$ cat src/rtl/uart_irq_pkg.sv
package uart_irq_pkg;
  localparam int IEN_W = 4;
  localparam int EN_RX = 0;
  localparam int EN_TX = 1;
  localparam int EN_LS = 2;
  localparam int EN_MS = 3;

  typedef struct packed {
    logic ms;
    logic ls;
    logic tx;
    logic rx;
  } irq_vec_t;
endpackage

$ cat src/rtl/uart_irq_cfg.sv
module uart_irq_cfg
  import uart_irq_pkg::*;
(
  input  logic             clk,
  input  logic             rst,
  input  logic             ien_wr,
  input  logic [IEN_W-1:0] ien_wdata,
  input  logic             mode_wr,
  input  logic             mode_fifo_en,
  input  logic             mode_dma,
  output logic [IEN_W-1:0] ien_q,
  output logic             fifo_en_q,
  output logic             dma_q
);
  always_ff @(posedge clk) begin
    if (rst) begin
      ien_q     <= '0;
      fifo_en_q <= 1'b0;
      dma_q     <= 1'b0;
    end else begin
      if (ien_wr) ien_q <= ien_wdata;
      if (mode_wr) begin
        fifo_en_q <= mode_fifo_en;
        dma_q     <= mode_dma;
      end
    end
  end

  assert_cfg_reset_R1: assert property (@(posedge clk)
    $past(rst) && !$past(ien_wr) |-> ien_q == '0 || !rst);
endmodule

$ cat src/rtl/uart_irq_src.sv
module uart_irq_src
  import uart_irq_pkg::*;
#(
  parameter int CNT_W = 5
) (
  input  logic             clk,
  input  logic             rst,
  input  logic [IEN_W-1:0] ien,
  input  logic             fifo_en,
  input  logic [CNT_W-1:0] rx_count,
  input  logic [CNT_W-1:0] rx_trig,
  input  logic [CNT_W-1:0] tx_count,
  input  logic [3:0]       line_err,
  input  logic [3:0]       modem_chg,
  input  logic             isr_rd,
  input  logic             thr_wr,
  output irq_vec_t         req_q,
  output logic             irq_q
);
  logic     tx_empty, tx_empty_d, tx_rise, tx_pend, pend_nxt, rx_cond;
  irq_vec_t raw, gated;
  logic     past_ok;

  assign tx_empty = (tx_count == '0);
  assign tx_rise  = tx_empty && !tx_empty_d;

  always_comb begin
    if (tx_rise)               pend_nxt = 1'b1;
    else if (isr_rd || thr_wr) pend_nxt = 1'b0;
    else                       pend_nxt = tx_pend;
  end

  assign rx_cond = fifo_en ? (rx_count >= rx_trig) : (rx_count != '0);

  always_comb begin
    raw.rx = rx_cond;
    raw.tx = pend_nxt;
    raw.ls = |line_err;
    raw.ms = |modem_chg;
  end

  // Per-source masking with the enable register.
  generate
    for (genvar i = 0; i < IEN_W; i++) begin : g_mask
      assign gated[i] = raw[i] & ien[i];
    end
  endgenerate

  always_ff @(posedge clk) begin
    if (rst) begin
      tx_empty_d <= 1'b1;
      tx_pend    <= 1'b0;
      req_q      <= '0;
      irq_q      <= 1'b0;
      past_ok    <= 1'b0;
    end else begin
      tx_empty_d <= tx_empty;
      tx_pend    <= pend_nxt;
      req_q      <= gated;
      irq_q      <= |gated;
      past_ok    <= 1'b1;
    end
  end

  assert_irq_or_R7: assert property (@(posedge clk) disable iff (rst)
    irq_q == (req_q.rx | req_q.tx | req_q.ls | req_q.ms));
  assert_polled_R7: assert property (@(posedge clk) disable iff (rst)
    past_ok && $past(ien) == '0 |-> !irq_q);
  assert_tx_set_R5: assert property (@(posedge clk) disable iff (rst)
    past_ok && $past(tx_rise) && $past(ien[EN_TX]) |-> req_q.tx);
  assert_tx_clr_R5: assert property (@(posedge clk) disable iff (rst)
    past_ok && $past(isr_rd || thr_wr) && !$past(tx_rise) |-> !req_q.tx);
  assert_rx_below_R3: assert property (@(posedge clk) disable iff (rst)
    past_ok && $past(fifo_en && rx_count < rx_trig) |-> !req_q.rx);
endmodule

$ cat src/rtl/uart_dma_rdy.sv
module uart_dma_rdy #(
  parameter int FIFO_DEPTH = 16,
  parameter int CNT_W      = 5
) (
  input  logic             clk,
  input  logic             rst,
  input  logic             fifo_en,
  input  logic             dma_mode,
  input  logic [CNT_W-1:0] rx_count,
  input  logic [CNT_W-1:0] rx_trig,
  input  logic [CNT_W-1:0] tx_count,
  input  logic             rx_timeout,
  output logic             txrdy_n,
  output logic             rxrdy_n
);
  localparam logic [CNT_W-1:0] FULL = CNT_W'(FIFO_DEPTH);

  logic block, tx_nxt, rx_nxt, past_ok;

  assign block = fifo_en && dma_mode;

  always_comb begin
    if (block) tx_nxt = (tx_count == FULL);
    else       tx_nxt = (tx_count != '0);
  end

  always_comb begin
    if (rx_count == '0)                               rx_nxt = 1'b1;
    else if (!block)                                  rx_nxt = 1'b0;
    else if ((rx_count >= rx_trig) || rx_timeout)     rx_nxt = 1'b0;
    else                                              rx_nxt = rxrdy_n;
  end

  always_ff @(posedge clk) begin
    if (rst) begin
      txrdy_n <= 1'b1;
      rxrdy_n <= 1'b1;
      past_ok <= 1'b0;
    end else begin
      txrdy_n <= tx_nxt;
      rxrdy_n <= rx_nxt;
      past_ok <= 1'b1;
    end
  end

  assert_txrdy_block_R10: assert property (@(posedge clk) disable iff (rst)
    past_ok && $past(block) && $past(tx_count) != FULL |-> !txrdy_n);
  assert_rxrdy_empty_R9: assert property (@(posedge clk) disable iff (rst)
    past_ok && $past(rx_count) == '0 |-> rxrdy_n);
  assert_rxrdy_hold_R11: assert property (@(posedge clk) disable iff (rst)
    past_ok && $past(block) && $past(rx_count) != '0 &&
    $past(rx_count) < $past(rx_trig) && !$past(rx_timeout)
    |-> rxrdy_n == $past(rxrdy_n));
endmodule

$ cat src/rtl/uart_irq_dma_ctrl.sv
module uart_irq_dma_ctrl
  import uart_irq_pkg::*;
#(
  parameter int FIFO_DEPTH = 16,
  localparam int CNT_W     = $clog2(FIFO_DEPTH + 1)
) (
  input  logic             clk,
  input  logic             rst,
  input  logic             ien_wr,
  input  logic [IEN_W-1:0] ien_wdata,
  input  logic             mode_wr,
  input  logic             mode_fifo_en,
  input  logic             mode_dma,
  input  logic [CNT_W-1:0] rx_count,
  input  logic [CNT_W-1:0] rx_trig,
  input  logic [CNT_W-1:0] tx_count,
  input  logic             rx_timeout,
  input  logic [3:0]       line_err,
  input  logic [3:0]       modem_chg,
  input  logic             isr_rd,
  input  logic             thr_wr,
  output logic             rx_irq,
  output logic             tx_irq,
  output logic             ls_irq,
  output logic             ms_irq,
  output logic             irq,
  output logic             txrdy_n,
  output logic             rxrdy_n
);
  logic [IEN_W-1:0] ien_q;
  logic             fifo_en_q, dma_q;
  irq_vec_t         req_q;

  uart_irq_cfg u_cfg (
    .clk(clk), .rst(rst),
    .ien_wr(ien_wr), .ien_wdata(ien_wdata),
    .mode_wr(mode_wr), .mode_fifo_en(mode_fifo_en), .mode_dma(mode_dma),
    .ien_q(ien_q), .fifo_en_q(fifo_en_q), .dma_q(dma_q)
  );

  uart_irq_src #(.CNT_W(CNT_W)) u_src (
    .clk(clk), .rst(rst), .ien(ien_q), .fifo_en(fifo_en_q),
    .rx_count(rx_count), .rx_trig(rx_trig), .tx_count(tx_count),
    .line_err(line_err), .modem_chg(modem_chg),
    .isr_rd(isr_rd), .thr_wr(thr_wr),
    .req_q(req_q), .irq_q(irq)
  );

  uart_dma_rdy #(.FIFO_DEPTH(FIFO_DEPTH), .CNT_W(CNT_W)) u_dma (
    .clk(clk), .rst(rst), .fifo_en(fifo_en_q), .dma_mode(dma_q),
    .rx_count(rx_count), .rx_trig(rx_trig), .tx_count(tx_count),
    .rx_timeout(rx_timeout), .txrdy_n(txrdy_n), .rxrdy_n(rxrdy_n)
  );

  assign rx_irq = req_q.rx;
  assign tx_irq = req_q.tx;
  assign ls_irq = req_q.ls;
  assign ms_irq = req_q.ms;

  assert_ls_enable_R2: assert property (@(posedge clk) disable iff (rst)
    ls_irq |-> $past(ien_q[EN_LS]));
  assert_ms_enable_R2: assert property (@(posedge clk) disable iff (rst)
    ms_irq |-> $past(ien_q[EN_MS]));
  assert_ls_cause_R6: assert property (@(posedge clk) disable iff (rst)
    ls_irq |-> $past(line_err) != 4'd0);
endmodule

$ cat config.mk
export PLATFORM = sky130hd
export DESIGN_NAME = uart_irq_dma_ctrl
export DESIGN_NICKNAME = d
export VERILOG_FILES = /design/src/rtl/uart_irq_pkg.sv /design/src/rtl/uart_irq_cfg.sv /design/src/rtl/uart_irq_src.sv /design/src/rtl/uart_dma_rdy.sv /design/src/rtl/uart_irq_dma_ctrl.sv
export SDC_FILE = /design/constraint.sdc
export NUM_CORES = 1
export LEC_CHECK = 0
export BUFFER_PORTS_ARGS = -buffer_cell sky130_fd_sc_hd__buf_2
export CELL_PAD_IN_SITES_DETAIL_PLACEMENT = 1
export CELL_PAD_IN_SITES_GLOBAL_PLACEMENT = 1
export CORE_MARGIN = 8
export CORE_UTILIZATION = 28
export CTS_CLUSTER_SIZE = 8
export DETAILED_ROUTE_END_ITERATION = 6
export PLACE_DENSITY_LB_ADDON = 0.05
export REMOVE_ABC_BUFFERS = 1
export SYNTH_ARGS = -nofsm -noshare
export SYNTH_HDL_FRONTEND = slang
export SYNTH_SLANG_ARGS = --single-unit
$ cat constraint.sdc
create_clock -name clk -period 1.91 [get_ports clk]
set_input_delay 0.382 -clock clk [delete_from_list [all_inputs] [get_ports clk]]
set_output_delay 0.382 -clock clk [all_outputs]
set_load 0.01 [all_outputs]
; ---- Yosys cells after proc, flatten, opt, wreduce, memory -nomap -nowiden
; Index checks and enable logic that the tools add are counted.
[op_classes]
n_lt_le_gt_ge = 1
reduce_logical = 13
div_mod_pow = 0
mux = 6
shifts = 0
eq_ne = 2
n_mul = 0
bitwise = 4
add_sub_neg = 0
[ops]
columns = cell, n
row1 = $reduce_or 4->1, 3
row2 = $logic_not 5->1, 2
row3 = $reduce_bool 5->1, 2
row4 = $mux 1, 6
row5 = $eq 5x5->1 const B, 1
row6 = $ge 5x5->1, 1
row7 = $and 1x1->1, 4
row8 = $logic_and 1x1->1, 2
row9 = $logic_or 1x1->1, 2
row10 = $ne 2x2->1 const B, 1
row11 = $reduce_or 2->1, 1
row12 = $logic_not 1->1, 1
[word_totals]
word_cells = 38
rom_bits = 0
ramBits = 0
out_inout_bits = 7
n_memories = 0
ff_bits = 15
latchBits = 0

; ---- Depth between registers and ports, before layout
[logic_depth]
ltp_word = 5
mapped_depth = 6
mapped_depth_nobuf = 6

; ---- By module
; A second synthesis with hierarchy kept.
[unflattened]
hier_cells = 84
hier_area_um2 = 803.3
[by_module_without_submodules]
columns = module, instances, cells_each, area_each_um2, seq_area_each_um2
row1 = uart_irq_src, 1, 40, 379.1, 140.1
row2 = uart_dma_rdy, 1, 25, 216.5, 40.0
row3 = uart_irq_cfg, 1, 19, 207.7, 120.1

; ---- Least setup slack after synthesis
; OpenSTA, ideal clock, no wires.
[synth_path]
kind = input to register
from = in line_err[3]
to = reg u_src.irq_q
t_arrival_ns = 1.363
path_stages = 4
setup_slack_ns = 0.421
n_path_buf = 0
cell_sequence = or4_1 and3_4 a311oi_1 o21ai_1
[synth_between]
elab_chain_len = 3
[synth_lines]
columns = item, line
row1 = from (decl), uart_irq_dma_ctrl.sv:18  ; input logic [3:0] line_err,
row2 = $reduce_or 4->1, uart_irq_src.sv:38  ; raw.ls = |line_err;
row3 = $and 1x1->1, uart_irq_src.sv:45  ; assign gated[i] = raw[i] & ien[i];
row4 = $reduce_or 4->1, uart_irq_src.sv:60  ; irq_q <= |gated;
row5 = to (signal assigned), uart_irq_src.sv:60
row6 = to (decl), uart_irq_src.sv:18  ; output logic irq_q
; No other way between the ends.
; A chain may end at the register's enable or synchronous reset.

; ---- Worst setup path in the final report
; Same ends and word-level chain as after synthesis.

==> flow_summary.ini <==
[status]
status = complete, no violations

[setup_path]
ff2ff_setup_slack_ps = 900
rr_startpoint = u_cfg.fifo_en_q
cp-start-kind = input pin
cp-end-kind = register
reg2reg_depth = 3
arrival_ps = 1510
crit_required_ps = 2070
crit_path_max_fanout = 2
crit_type = input pin to register
crit_start = line_err[3]
timing.rr.end = u_dma.rxrdy_n

[pwr]
combPwrFrac_pct = 15.9
p_leak_nw = 0.498
p_seq_share_pct = 55.4
switching_share_pct = 24.0
power.internal_mw = 0.462
p_sw_mw = 0.146
clkPwrFrac_pct = 28.7
pwr_density_cell_mw_per_mm2 = 654
ir_worst_vdd_mv = 0.430
p_total_mw = 0.607

[timing]
post-route-period-util_pct = 70.5
hold_violations = 0
tightest_slew_ps = 279
period_minus_slack_ps = 1350
rsz0062_at_grt = false
max_freq_mhz = 742
setup_violations = 0
fin_skew_ps = 0.327
slew_headroom_pct = 81.3
holdWs_ps = 339
setup-tns-final_ps = 0
maxSlewViolCount = 0

[die]
initial_core_util_pct = 29.9
dieArea_sq_mm = 0.00417
coreArea_sq_mm = 0.00221
die_w_um = 64.6
rows = 17
ios = 43
dieHeight_um = 64.6

[placed_design]
gp_congestion = 0.627
dp_cells = 137
hpwl_mm = 1.63
portBuffers = 42

[synth]
netlist_top_cells_count = dfxtp_1, nor2_1, inv_1
synth_top_cell_area_share_pct = 45.5
ys_warn_count = 0
synth_top_area_cell = dfxtp_1
syn_area_sq_um = 661
ys.flop_type = dfxtp_1
synth_edf_count = 0
ys_seq_area_share_pct = 45.5
yosysMostFrequentCell = dfxtp_1
async_reset_ff_share_pct = 0
yosys.cell_types.count = 24
ys_ff_latch = 15
synth.top_cells.by_area = dfxtp_1, ha_1, mux2i_1
syn_area_per_cell_sq_um = 9.72
syn-instance-count = 68

[worst_hold_path]
min_to = u_src.tx_empty_d
hp-start = tx_count[4]
hp-class = input pin to register
holdPathStages = 2

[route]
finalWirelength_mm = 1.88
routedWlPerCell_um = 13.3
ant_nets = 0
vias = 647
drt_drc_violations_left = 0
drt_iter0_markers = 7
drt_pass1_iterations = 2
vias_per_cell = 4.59

[clock_network]
cts_inserted_buffers = 3
cts_hold_buf = 0
cts.htree.levels = 1
cts-root-buf = clkbuf_4
clkTransAtPathRegs_ps = 80
cts.sinks = 15
clock_latency_ps = 270
cts_buffer_depth = 2
cts_tree = built
postCtsSetupBuffers = 0
ctsResizeCount = 0

[job]
drv_cap = 0

[global_route]
grt_first_pass_wirelength_mm = 3.36
track_usage_pct = 9.74
gr-total-overflow = 0
antenna_found_initial = 0
grt_max_degree = 10
first_global_vias = 761

[final_layout]
area_growth_pct = 40.5
nets = 155
diodes = 0
instances_no_fill = 141
post-route-util_pct = 42.0
drive_gt1_share_pct = 42.5
-- registers in the layout (all words and copies together) (netlist names) --
name and flops:
u_cfg.ien_q 4, u_src.irq_q 1, u_dma.txrdy_n 1, u_cfg.fifo_en_q 1, u_src.tx_pend 1, u_cfg.dma_q 1
u_src.req_q 4, u_src.tx_empty_d 1, u_dma.rxrdy_n 1
-- routing by layer --
| metal | share of wire (%) | track usage [%] | vias to the layer above |
|---|---|---|---|
| met4 | 0.43 | 2.45 | 0 |
| li1 | - | - | 330 |
| met1 | 47 | 11.1 | 291 |
| met5 | 0 | 0 | - |
| met3 | 7.5 | 4.81 | 2 |
| met2 | 45 | 15.9 | 24 |
-- how the worst max path moves through the flow --
stage	depth (start not counted)	endpoint
2_1_floorplan	4	u_src.irq_q
3_3_place_gp	5	u_src.irq_q
3_5_place_dp	5	u_src.irq_q
4_1_cts	5	u_src.irq_q
5_1_grt	5	u_src.irq_q
6_report	5	u_src.irq_q
-- worst max-delay path, cell delays in order --
cell	delay, ps
buf_2	90
or4_1	510
and3_4	200
a311oi_1	230
o21ai_1	100
-- placed cells by master, fill, tap and decap left out, drive strengths merged, types with 3 or more instances in the layout --
cell type / Yosys / routed
o21ai: 4 / 4
buf: 0 / 42
or4: 3 / 3
and3: 4 / 4
mux2i: 6 / 6
ha: 5 / 5
inv: 7 / 7
nor2: 8 / 8
clkbuf: 1 / 4
dfxtp: 15 / 15
nand2: 4 / 4
-- cell type report --
type,instances,area [sq um]
tap,28,35.0
sequential,15,300
multi-input combinational,45,330
fill,288,1280
inverter,7,26.3
clock buffer,4,26.3
timing repair buffer,42,210
-- power groups by stage --
stage	Combinational, mW	Sequential [mW]	Clock, mW
after floorplan	0.0387	0.344	0
after global placement	0.0935	0.343	0
after detailed placement	0.0982	0.344	0
after CTS	0.0987	0.337	0.185
after global routing	0.111	0.338	0.200
final	0.0963	0.336	0.174
-- cells by family (layout without fill, tap and decap cells) --
| family | after synthesis | count (layout) | share of synthesized area [%] |
|---|---|---|---|
| AO/OA/AOI/OAI | 10 | 10 | 11.2 |
| adder cells (fa/ha/maj) | 5 | 5 | 9.47 |
| buffers and inverters | 8 | 53 | 4.55 |
| flip-flops | 15 | 15 | 45.5 |
| multiplexers | 6 | 6 | 9.09 |
| AND/OR/NAND/NOR | 24 | 24 | 20.3 |
-- through the flow --
step | cell area, sq um | setup slack [ps]
after floorplan | 657 | 421
after global placement | 902 | 300
after detailed placement | 902 | 251
after CTS | 928 | 555
after global routing | 928 | 499
final | 928 | 563
Note: power is estimated with default switching activity, not from simulation.
